## config.mk

```make
export PLATFORM = sky130hd
export DESIGN_NAME = sio_cfg_port
export DESIGN_NICKNAME = d
export VERILOG_FILES = /design/src/rtl/sio_cfg_pkg.sv /design/src/rtl/sio_key_gate.sv /design/src/rtl/sio_dev_bank.sv /design/src/rtl/sio_cfg_port.sv
export SDC_FILE = /design/constraint.sdc
export NUM_CORES = 1
export LEC_CHECK = 0
export ABC_AREA = 1
export ABC_CLOCK_PERIOD_IN_PS = 1800
export CELL_PAD_IN_SITES_DETAIL_PLACEMENT = 1
export CELL_PAD_IN_SITES_GLOBAL_PLACEMENT = 2
export CORE_MARGIN = 8
export CORE_UTILIZATION = 34
export CTS_BUF_LIST = sky130_fd_sc_hd__clkbuf_4 sky130_fd_sc_hd__clkbuf_8 sky130_fd_sc_hd__clkbuf_16
export DETAILED_ROUTE_END_ITERATION = 12
export DONT_BUFFER_PORTS = 1
export PLACE_DENSITY = 0.85
export SKIP_LAST_GASP = 1
export SYNTH_ARGS = -nofsm -noshare
export SYNTH_HDL_FRONTEND = slang
export SYNTH_SLANG_ARGS = --single-unit
export TNS_END_PERCENT = 10
```

## constraint.sdc

```tcl
create_clock -name clk -period 1.8 [get_ports clk]
set_clock_uncertainty 0.1 [all_clocks]
set_input_delay 0 -clock clk [delete_from_list [all_inputs] [get_ports clk]]
set_output_delay 0 -clock clk [all_outputs]
set_load 0.02 [all_outputs]
```

## src/rtl/sio_cfg_pkg.sv

```systemverilog
package sio_cfg_pkg;

    // register numbers decoded at the value port
    localparam logic [7:0] IDX_CHSEL   = 8'h07;
    localparam logic [7:0] IDX_CHIP_LO = 8'h20;
    localparam logic [7:0] IDX_CHIP_HI = 8'h21;
    localparam logic [7:0] IDX_VEND_A  = 8'h23;
    localparam logic [7:0] IDX_VEND_B  = 8'h24;
    localparam logic [7:0] IDX_BASE_HI = 8'h60;
    localparam logic [7:0] IDX_BASE_LO = 8'h61;
    localparam logic [7:0] IDX_IRQ     = 8'h70;
    localparam logic [7:0] IDX_LINE    = 8'hF0;

    localparam logic [7:0] VEND_A_VAL  = 8'h19;
    localparam logic [7:0] VEND_B_VAL  = 8'h34;

    // implemented bits of the banked control registers
    localparam logic [7:0] IRQ_MASK    = 8'h70;
    localparam logic [7:0] LINE_MASK   = 8'h3C;

    localparam logic [7:0] LOCKED_READ = 8'hFF;

    typedef enum logic [1:0] {
        GATE_LOCKED = 2'd0,
        GATE_ARMED  = 2'd1,
        GATE_OPEN   = 2'd2
    } gate_e;

    typedef struct packed {
        logic [15:0] base;
        logic [7:0]  irq;
        logic [7:0]  line;
    } bank_t;

endpackage

```

## src/rtl/sio_key_gate.sv

```systemverilog
module sio_key_gate
    import sio_cfg_pkg::*;
#(
    parameter logic [7:0] KEY       = 8'h87,
    parameter logic [7:0] EXIT_CODE = 8'hAA
) (
    input  logic       clk,
    input  logic       rst_n,
    input  logic       idx_wr,
    input  logic       any_wr,
    input  logic [7:0] wdata,
    output logic       cfg_open
);

    typedef struct packed {
        gate_e st;
    } gate_state_t;

    gate_state_t q, d;

    logic key_hit;
    assign key_hit = idx_wr && (wdata == KEY);

    always_comb begin
        d = q;
        case (q.st)
            GATE_LOCKED: if (key_hit) d.st = GATE_ARMED;
            GATE_ARMED: begin
                if (key_hit)     d.st = GATE_OPEN;
                else if (any_wr) d.st = GATE_LOCKED;
            end
            GATE_OPEN: if (idx_wr && wdata == EXIT_CODE) d.st = GATE_LOCKED;
            default: d.st = GATE_LOCKED;
        endcase
    end

    always_ff @(posedge clk) begin
        if (!rst_n) q <= '{st: GATE_LOCKED};
        else        q <= d;
    end

    assign cfg_open = (q.st == GATE_OPEN);

    AST_UNLOCK_CAUSE: assert property (@(posedge clk) disable iff (!rst_n)
        $rose(cfg_open) |-> ($past(idx_wr) && $past(wdata) == KEY && $past(q.st) == GATE_ARMED));

    AST_BROKEN_SEQ: assert property (@(posedge clk) disable iff (!rst_n)
        (q.st == GATE_ARMED && any_wr && !(idx_wr && wdata == KEY)) |=> (q.st == GATE_LOCKED));

    AST_EXIT_LOCKS: assert property (@(posedge clk) disable iff (!rst_n)
        (cfg_open && idx_wr && wdata == EXIT_CODE) |=> !cfg_open);

endmodule

```

## src/rtl/sio_dev_bank.sv

```systemverilog
module sio_dev_bank
    import sio_cfg_pkg::*;
#(
    parameter logic [15:0] BASE_RST = 16'h03F8,
    parameter logic [7:0]  IRQ_RST  = 8'h00,
    parameter logic [7:0]  LINE_RST = 8'h00
) (
    input  logic       clk,
    input  logic       rst_n,
    input  logic       wr_en,
    input  logic [7:0] idx,
    input  logic [7:0] wdata,
    output bank_t      bank
);

    bank_t q, d;

    always_comb begin
        d = q;
        if (wr_en) begin
            case (idx)
                IDX_BASE_HI: d.base[15:8] = wdata;
                IDX_BASE_LO: d.base[7:0]  = wdata;
                IDX_IRQ:     d.irq        = wdata & IRQ_MASK;
                IDX_LINE:    d.line       = wdata & LINE_MASK;
                default: ;
            endcase
        end
    end

    always_ff @(posedge clk) begin
        if (!rst_n) begin
            q.base <= BASE_RST;
            q.irq  <= IRQ_RST & IRQ_MASK;
            q.line <= LINE_RST & LINE_MASK;
        end else begin
            q <= d;
        end
    end

    assign bank = q;

    AST_BANK_HOLD: assert property (@(posedge clk) disable iff (!rst_n)
        !wr_en |=> $stable(q));

endmodule

```

## src/rtl/sio_cfg_port.sv

```systemverilog
module sio_cfg_port
    import sio_cfg_pkg::*;
#(
    parameter int                 NCH       = 4,
    parameter logic [7:0]         KEY       = 8'h87,
    parameter logic [7:0]         EXIT_CODE = 8'hAA,
    parameter logic [15:0]        CHIP_ID   = 16'h1602,
    parameter logic [NCH*16-1:0]  BASE_RST  = {16'h02E8, 16'h03E8, 16'h02F8, 16'h03F8},
    parameter logic [NCH*8-1:0]   IRQ_RST   = {8'h00, 8'h10, 8'h20, 8'h30},
    parameter logic [NCH*8-1:0]   LINE_RST  = {8'h00, 8'h04, 8'h08, 8'h3C}
) (
    input  logic              clk,
    input  logic              rst_n,
    input  logic              bus_wr,
    input  logic              bus_rd,
    input  logic              bus_addr,
    input  logic [7:0]        bus_wdata,
    output logic [7:0]        bus_rdata,
    output logic [NCH*16-1:0] ch_base,
    output logic [NCH*8-1:0]  ch_irq,
    output logic [NCH*8-1:0]  ch_rs485
);

    localparam int SEL_W = (NCH > 1) ? $clog2(NCH) : 1;

    typedef struct packed {
        logic [7:0]       idx;
        logic [SEL_W-1:0] sel;
    } port_state_t;

    port_state_t q, d;

    logic  idx_wr, dat_wr, cfg_open, sel_ok;
    bank_t banks [NCH];
    bank_t cur;

    assign idx_wr = bus_wr && !bus_addr;
    assign dat_wr = bus_wr && bus_addr;

    sio_key_gate #(
        .KEY       (KEY),
        .EXIT_CODE (EXIT_CODE)
    ) u_gate (
        .clk      (clk),
        .rst_n    (rst_n),
        .idx_wr   (idx_wr),
        .any_wr   (bus_wr),
        .wdata    (bus_wdata),
        .cfg_open (cfg_open)
    );

    // pointer and channel selector
    always_comb begin
        d = q;
        if (cfg_open && idx_wr && bus_wdata != EXIT_CODE)
            d.idx = bus_wdata;
        if (cfg_open && dat_wr && q.idx == IDX_CHSEL)
            d.sel = bus_wdata[SEL_W-1:0];
    end

    always_ff @(posedge clk) begin
        if (!rst_n) q <= '0;
        else        q <= d;
    end

    // one register bank per channel
    for (genvar ch = 0; ch < NCH; ch++) begin : g_bank
        logic bank_we;
        assign bank_we = cfg_open && dat_wr && (int'(q.sel) == ch);

        sio_dev_bank #(
            .BASE_RST (BASE_RST[ch*16 +: 16]),
            .IRQ_RST  (IRQ_RST[ch*8 +: 8]),
            .LINE_RST (LINE_RST[ch*8 +: 8])
        ) u_bank (
            .clk   (clk),
            .rst_n (rst_n),
            .wr_en (bank_we),
            .idx   (q.idx),
            .wdata (bus_wdata),
            .bank  (banks[ch])
        );

        assign ch_base[ch*16 +: 16] = banks[ch].base;
        assign ch_irq[ch*8 +: 8]    = banks[ch].irq;
        assign ch_rs485[ch*8 +: 8]  = banks[ch].line;
    end

    assign sel_ok = int'(q.sel) < NCH;

    always_comb begin
        cur = '0;
        if (sel_ok) cur = banks[q.sel];
    end

    // read path
    always_comb begin
        bus_rdata = 8'h00;
        if (bus_rd) begin
            if (!cfg_open) begin
                bus_rdata = LOCKED_READ;
            end else if (!bus_addr) begin
                bus_rdata = q.idx;
            end else begin
                case (q.idx)
                    IDX_CHSEL:   bus_rdata = 8'(q.sel);
                    IDX_CHIP_LO: bus_rdata = CHIP_ID[7:0];
                    IDX_CHIP_HI: bus_rdata = CHIP_ID[15:8];
                    IDX_VEND_A:  bus_rdata = VEND_A_VAL;
                    IDX_VEND_B:  bus_rdata = VEND_B_VAL;
                    IDX_BASE_HI: bus_rdata = cur.base[15:8];
                    IDX_BASE_LO: bus_rdata = cur.base[7:0];
                    IDX_IRQ:     bus_rdata = cur.irq;
                    IDX_LINE:    bus_rdata = cur.line;
                    default:     bus_rdata = 8'h00;
                endcase
            end
        end
    end

    AST_LOCKED_READ: assert property (@(posedge clk) disable iff (!rst_n)
        (!cfg_open && bus_rd) |-> (bus_rdata == LOCKED_READ));

    AST_LOCKED_HOLD: assert property (@(posedge clk) disable iff (!rst_n)
        !cfg_open |=> ($stable(ch_base) && $stable(ch_irq) && $stable(ch_rs485)));

    AST_IDLE_RDATA: assert property (@(posedge clk) disable iff (!rst_n)
        !bus_rd |-> (bus_rdata == 8'h00));

    AST_SEL_HOLD: assert property (@(posedge clk) disable iff (!rst_n)
        !(cfg_open && dat_wr && q.idx == IDX_CHSEL) |=> $stable(q.sel));

    AST_EXIT_KEEPS_IDX: assert property (@(posedge clk) disable iff (!rst_n)
        (idx_wr && bus_wdata == EXIT_CODE) |=> $stable(q.idx));

endmodule

```

Yosys cells after proc, flatten, opt, wreduce, memory -nomap -nowiden
Index checks and enable logic that the tools add are counted.
Operators by class
  magnitude comparators: 1
  equality and inequality tests: 20
  muxes and demuxes: 12
  bitwise gates (word level): 1
  reductions and logical operators: 32
Operators by type and width (count)
  case mux 8 bit (9 select lines): 1
  binary-select mux 32 bit (select 2 bit): 1
  2-to-1 mux 32 bit: 2
  == test 8 x 6 -> 1 bit (second input constant): 4
  AND reduction 2 bit: 16
  == test 8 x 7 -> 1 bit (second input constant): 3
  == test 8 bit (second input constant): 3
  2-to-1 mux 8 bit: 3
  logical AND 1 bit: 12
  == test 8 x 3 -> 1 bit (second input constant): 1
  2-to-1 mux 2 bit: 4
  inequality test 8 bit (second input constant): 1
  == test 2 bit (second input constant): 3
  case mux 2 bit (3 select lines): 1
  == test 2 x 1 -> 1 bit (second input constant): 2
  logical NOT 2 bit: 2
  inequality test 2 x 1 -> 1 bit (second input constant): 2
  greater-or-equal comparator 3 bit (second input constant): 1
  inequality test 3 x 2 -> 1 bit (second input constant): 1
  inverter 2 -> 3 bit: 1
  AND reduction 3 bit: 1
  logical NOT 1 bit: 1
Storage, ports and cells
  output and inout port bits: 136
  bits of input ports: 13
  register bits after elaboration: 104
  logic and storage cells: 85

Logic depth before layout (Yosys ltp)
  depth in word-level cells: 8
  mapped depth: 12
  depth with buffers taken out: 11

By module
From an unflattened synthesis, not the netlist that was laid out.
Second synthesis, totals
  cells, all modules: 1135
  area total of the unflattened synthesis: 6810.3 um2
By module, submodules not included
  sio_cfg_port: area each 2163.3 um2, cells an instance 464, seq. area each 200.2 um2, instances 1
  sio_dev_bank at g_bank[2].u_bank: area each 1162.4 um2, cells an instance 160, seq. area each 460.4 um2, instances 1
  sio_dev_bank at g_bank[3].u_bank: area each 1123.6 um2, cells an instance 162, seq. area each 460.4 um2, instances 1
  sio_dev_bank at g_bank[1].u_bank: area each 1099.8 um2, cells an instance 160, seq. area each 460.4 um2, instances 1
  sio_dev_bank at g_bank[0].u_bank: area each 1074.8 um2, cells an instance 154, seq. area each 460.4 um2, instances 1
  sio_key_gate: area each 186.4 um2, cells an instance 35, seq. area each 40.0 um2, instances 1

Worst setup path before layout
No wires, ideal clock.
  path kind: register to output
  from: register q[1] in the netlist's numbering
  to: output port bus_rdata[6]
  buffers on the path: 2
  slack: 0.065 ns
  arrival time: 1.635 ns
  data required time: 1.700 ns
  cell stages (with the launch flop): 11
  cell sequence: dfxtp_1 -> clkbuf_2 -> inv_1 -> nor2_2 -> clkbuf_1 -> nand2_1 -> nand4_1 -> nand2_1 -> nand3_1 -> nand2_1 -> a21oi_1
On the way
  cells in the longest elaborated chain, start to end: 8
Ends and longest elaborated chain
  start, declared: line sio_cfg_port.sv:31  | port_state_t q, d;
  start signal, assigned: line sio_cfg_port.sv:62  | if (!rst_n) q <= '0;
  start signal, assigned: line sio_cfg_port.sv:63  | else q <= d;
  inverter 2 -> 3 bit (not written as such): line sio_cfg_port.sv:93  | if (sel_ok) cur = banks[q.sel];
  binary-select mux 32 bit (select 2 bit): line sio_cfg_port.sv:93
  2-to-1 mux 32 bit (not written as such) (2 in series): line sio_cfg_port.sv:93
  case mux 8 bit (9 select lines): line sio_cfg_port.sv:105  | case (q.idx)
  2-to-1 mux 8 bit: line sio_cfg_port.sv:102  | end else if (!bus_addr) begin
  2-to-1 mux 8 bit: line sio_cfg_port.sv:100  | if (!cfg_open) begin
  2-to-1 mux 8 bit: line sio_cfg_port.sv:99  | if (bus_rd) begin
  end, declared: line sio_cfg_port.sv:18  | output logic [7:0] bus_rdata,
No other way between the ends. The select of a mux whose other input is x is not followed.

Worst setup path after layout
  from: register q[0] in the netlist's numbering
  to: output port bus_rdata[1]
Same word-level chain as after synthesis.

==> impl_metrics.toml <==
[outcome]
status = "finished with violations"
violations = "setup timing"

[global_route]
grt_first_pass_wirelength_um = 33100
antenna_found_initial = 1
overflow = 0
grt_max_degree = 101
grt_pass1_vias = 5660
gr-usage-all-layers = 0.219

[worst_setup_path]
critical_path.cell_chain = "inv_4 -> nor2_4 -> buf_6 -> buf_4 -> nand2_1 -> nand4_1 -> nand2_1 -> nand3_1 -> nand2_1 -> a21oi_1 -> buf_4"
crit_required_ps = 1700
startpoint_type = "flop"
cp_data_arrival_time_ps = 2020
worst_path_largest_cell_delay_ps = 440
crit_top_cell = "nand2_1"
crit_family = "simple AND/OR/NAND/NOR gates"
cp-end-kind = "output port"
crit_path_top_delay_cell = "dfxtp_4"
worst-path-max-fanout = 7
path_class = "flop to output port"
cp_num_buf_inv = 4

[yosys]
synth_warnings = 0
synth_edf_count = 0
synth-seq-cells = 104
postSynthCellCount = 733
syn_area_per_cell_um2 = 6.92
synthFlopType = "dfxtp_1"
async_reset_ff_frac = 0
synth_top_area_frac = 0.411
yosysSeqAreaShare = 0.411
yosysUniqueCellTypes = 26
synthTopCellsByArea = "dfxtp_1, nand2_1, a21oi_1"
yosysTopAreaCell = "dfxtp_1"
yosysMostFrequentCell = "nand2_1"
syn_area_um2 = 5070
synth_common_cells = "nand2_1, dfxtp_1, a21oi_1"

[detailed_routing]
wl_per_cell_um = 21.3
wirelength_um = 21800
vias = 5447
postRouteAntennaNets = 0
drtIter0Drc = 322
vias_per_cell = 5.30
drcViolationCount = 0
dr.pass1.iters = 4

[place]
dp.cells = 980
gp_congestion = 0.894
hpwlAfterDp_um = 15600
preCtsSetupSlack_ps = -123
port_buffers = 0

[floorplanning]
dieArea_um2 = 19100
core_um2 = 14500
fp.dieW_um = 138
start_util = 0.349
pin_count = 149
rows = 44
die_height_um = 138

[timing]
whs_ps = 38.6
fin_ws_ps = -316
fin_crit_ps = 2120
setup_viol = 75
fin_crit_sh = 1.18
max_freq_mhz = 473
slew-limit-headroom = 0.596
rsz0062_at_grt = "true"
finalMaxSlewViolations = 0
tightestPinTransition_ps = 604
hold_viol = 0

[pwr]
peakVddDrop_v = 0.000403
pwr_density_cell_nw_per_um2 = 685
power_mw = 4.60
p_leak_nw = 3.15

[cts]
clock_latency_ps = 370
cts_tree = "yes"
cts_buffer_depth = 2
clockRootBuffer = "clkbuf_16"
cts_made_buffers = 9
cts_max_level = 3
cts.clk_slew.worst_paths_ps = 80
clock_sinks = 104

[flow_run]
maxCapViolations = 0

[final_layout]
syn2layout_area_growth_pct = 32.4
num-nets-final = 851
drive_above_1_share = 0.265
layoutNonFillerInstCount = 1027
final_util = 0.462
antenna_cells = 0

[hold_path]
hold_class = "input pin to flop"
-- through the flow --
step	cell area [um2]	setup TNS, ps
floorplan	5200	0
global placement	5780	-220
detailed placement	5780	-1450
CTS	6470	-3530
global route	6720	-16790
finish	6720	-8220
-- state kept, by name, summed over array words and instances, names as in the netlist --
name                count
q                      10
u_gate.q                2
g_bank.u_bank.bank     92
-- cell usage in the layout (no fill, tap or decap), types with 3 or more instances in the layout --
cell           count
nor2_1            21
clkbuf_16          9
nand2_1          208
o21ai_0           63
o21ai_1            4
nand2_2           21
nor2_4            14
buf_12             5
dlygate4sd3_1     11
inv_1             34
conb_1            36
nor3_1             3
nand3_1           18
a21oi_1           77
inv_4              4
clkinv_1           3
buf_6             12
inv_2             10
dfxtp_4            4
a21oi_2            6
dfxtp_1           96
nand3_2            6
buf_4             97
dfxtp_2            4
o211ai_1          30
nand4_1           15
nor2_2            11
nand2_4            3
-- worst reg2reg max path, cell delays in order (launching register included) --
cell	delay, ps
dfxtp_4	440
inv_4	70
nor2_4	120
buf_6	140
buf_12	120
buf_4	100
nand2_2	130
nor2_2	270
buf_12	170
o21ai_0	90
a21oi_1	160
-- final timing paths --
check / startpoint / to / slack, ps / cells after the start
worst min-delay path: bus_wdata[3] / u_gate.q[1] / 40 / 5
worst min register to register: q[8] / q[8] / 420 / 2
worst max register to register: q[0] / g_bank[1].u_bank.bank[29] / -190 / 10
worst max-delay path: q[0] / bus_rdata[1] / -320 / 11
-- routing by layer --
layer | routed length (um) | vias up | GRT usage | share of wire
li1 | - | 2559 | - | -
met1 | 8750 | 2660 | 0.250 | 0.40
met2 | 10700 | 186 | 0.360 | 0.49
met3 | 1910 | 40 | 0.0894 | 0.088
met4 | 510 | 2 | 0.0767 | 0.023
met5 | 17 | - | 0 | 0.00078
-- cells by family (layout without fill, tap and decap cells) --
logic type             Yosys count  after routing  synth area share
AOI/OAI and AO/OA              184            184             0.197
buffers and inverters          122            197             0.124
DFF                            104            104             0.411
other                            1             36          0.000739
and+or+nand+nor                322            322             0.268
-- repair_timing --
item | 4_1_cts | 5_1_grt
buffers inserted | 11 | 6
gates resized for setup | 49 | 55
hold endpoints to repair | 104 | 0
cloned | 1 | 1
pin swaps | 12 | 25
endpoints found under the setup margin | 48 | 91
hold buffers | 12 | 0
-- cell type report --
type,count,area (um2)
fillers,1858,7820
multi-input cells,542,2720
flip-flops and latches,104,2100
repair buffers,130,1160
clock buffers,11,240
well taps,184,230
inverters,51,201
clock inverters,5,56.3
-- power breakdown --
part	total [mW]	leakage, nW	switching [mW]	internal, mW
Clock	2.04	0.147	0.930	1.11
Combinational	0.264	2.16	0.207	0.0573
Sequential	2.29	0.844	0.00000976	2.29
(Power assumes the default switching activity.)
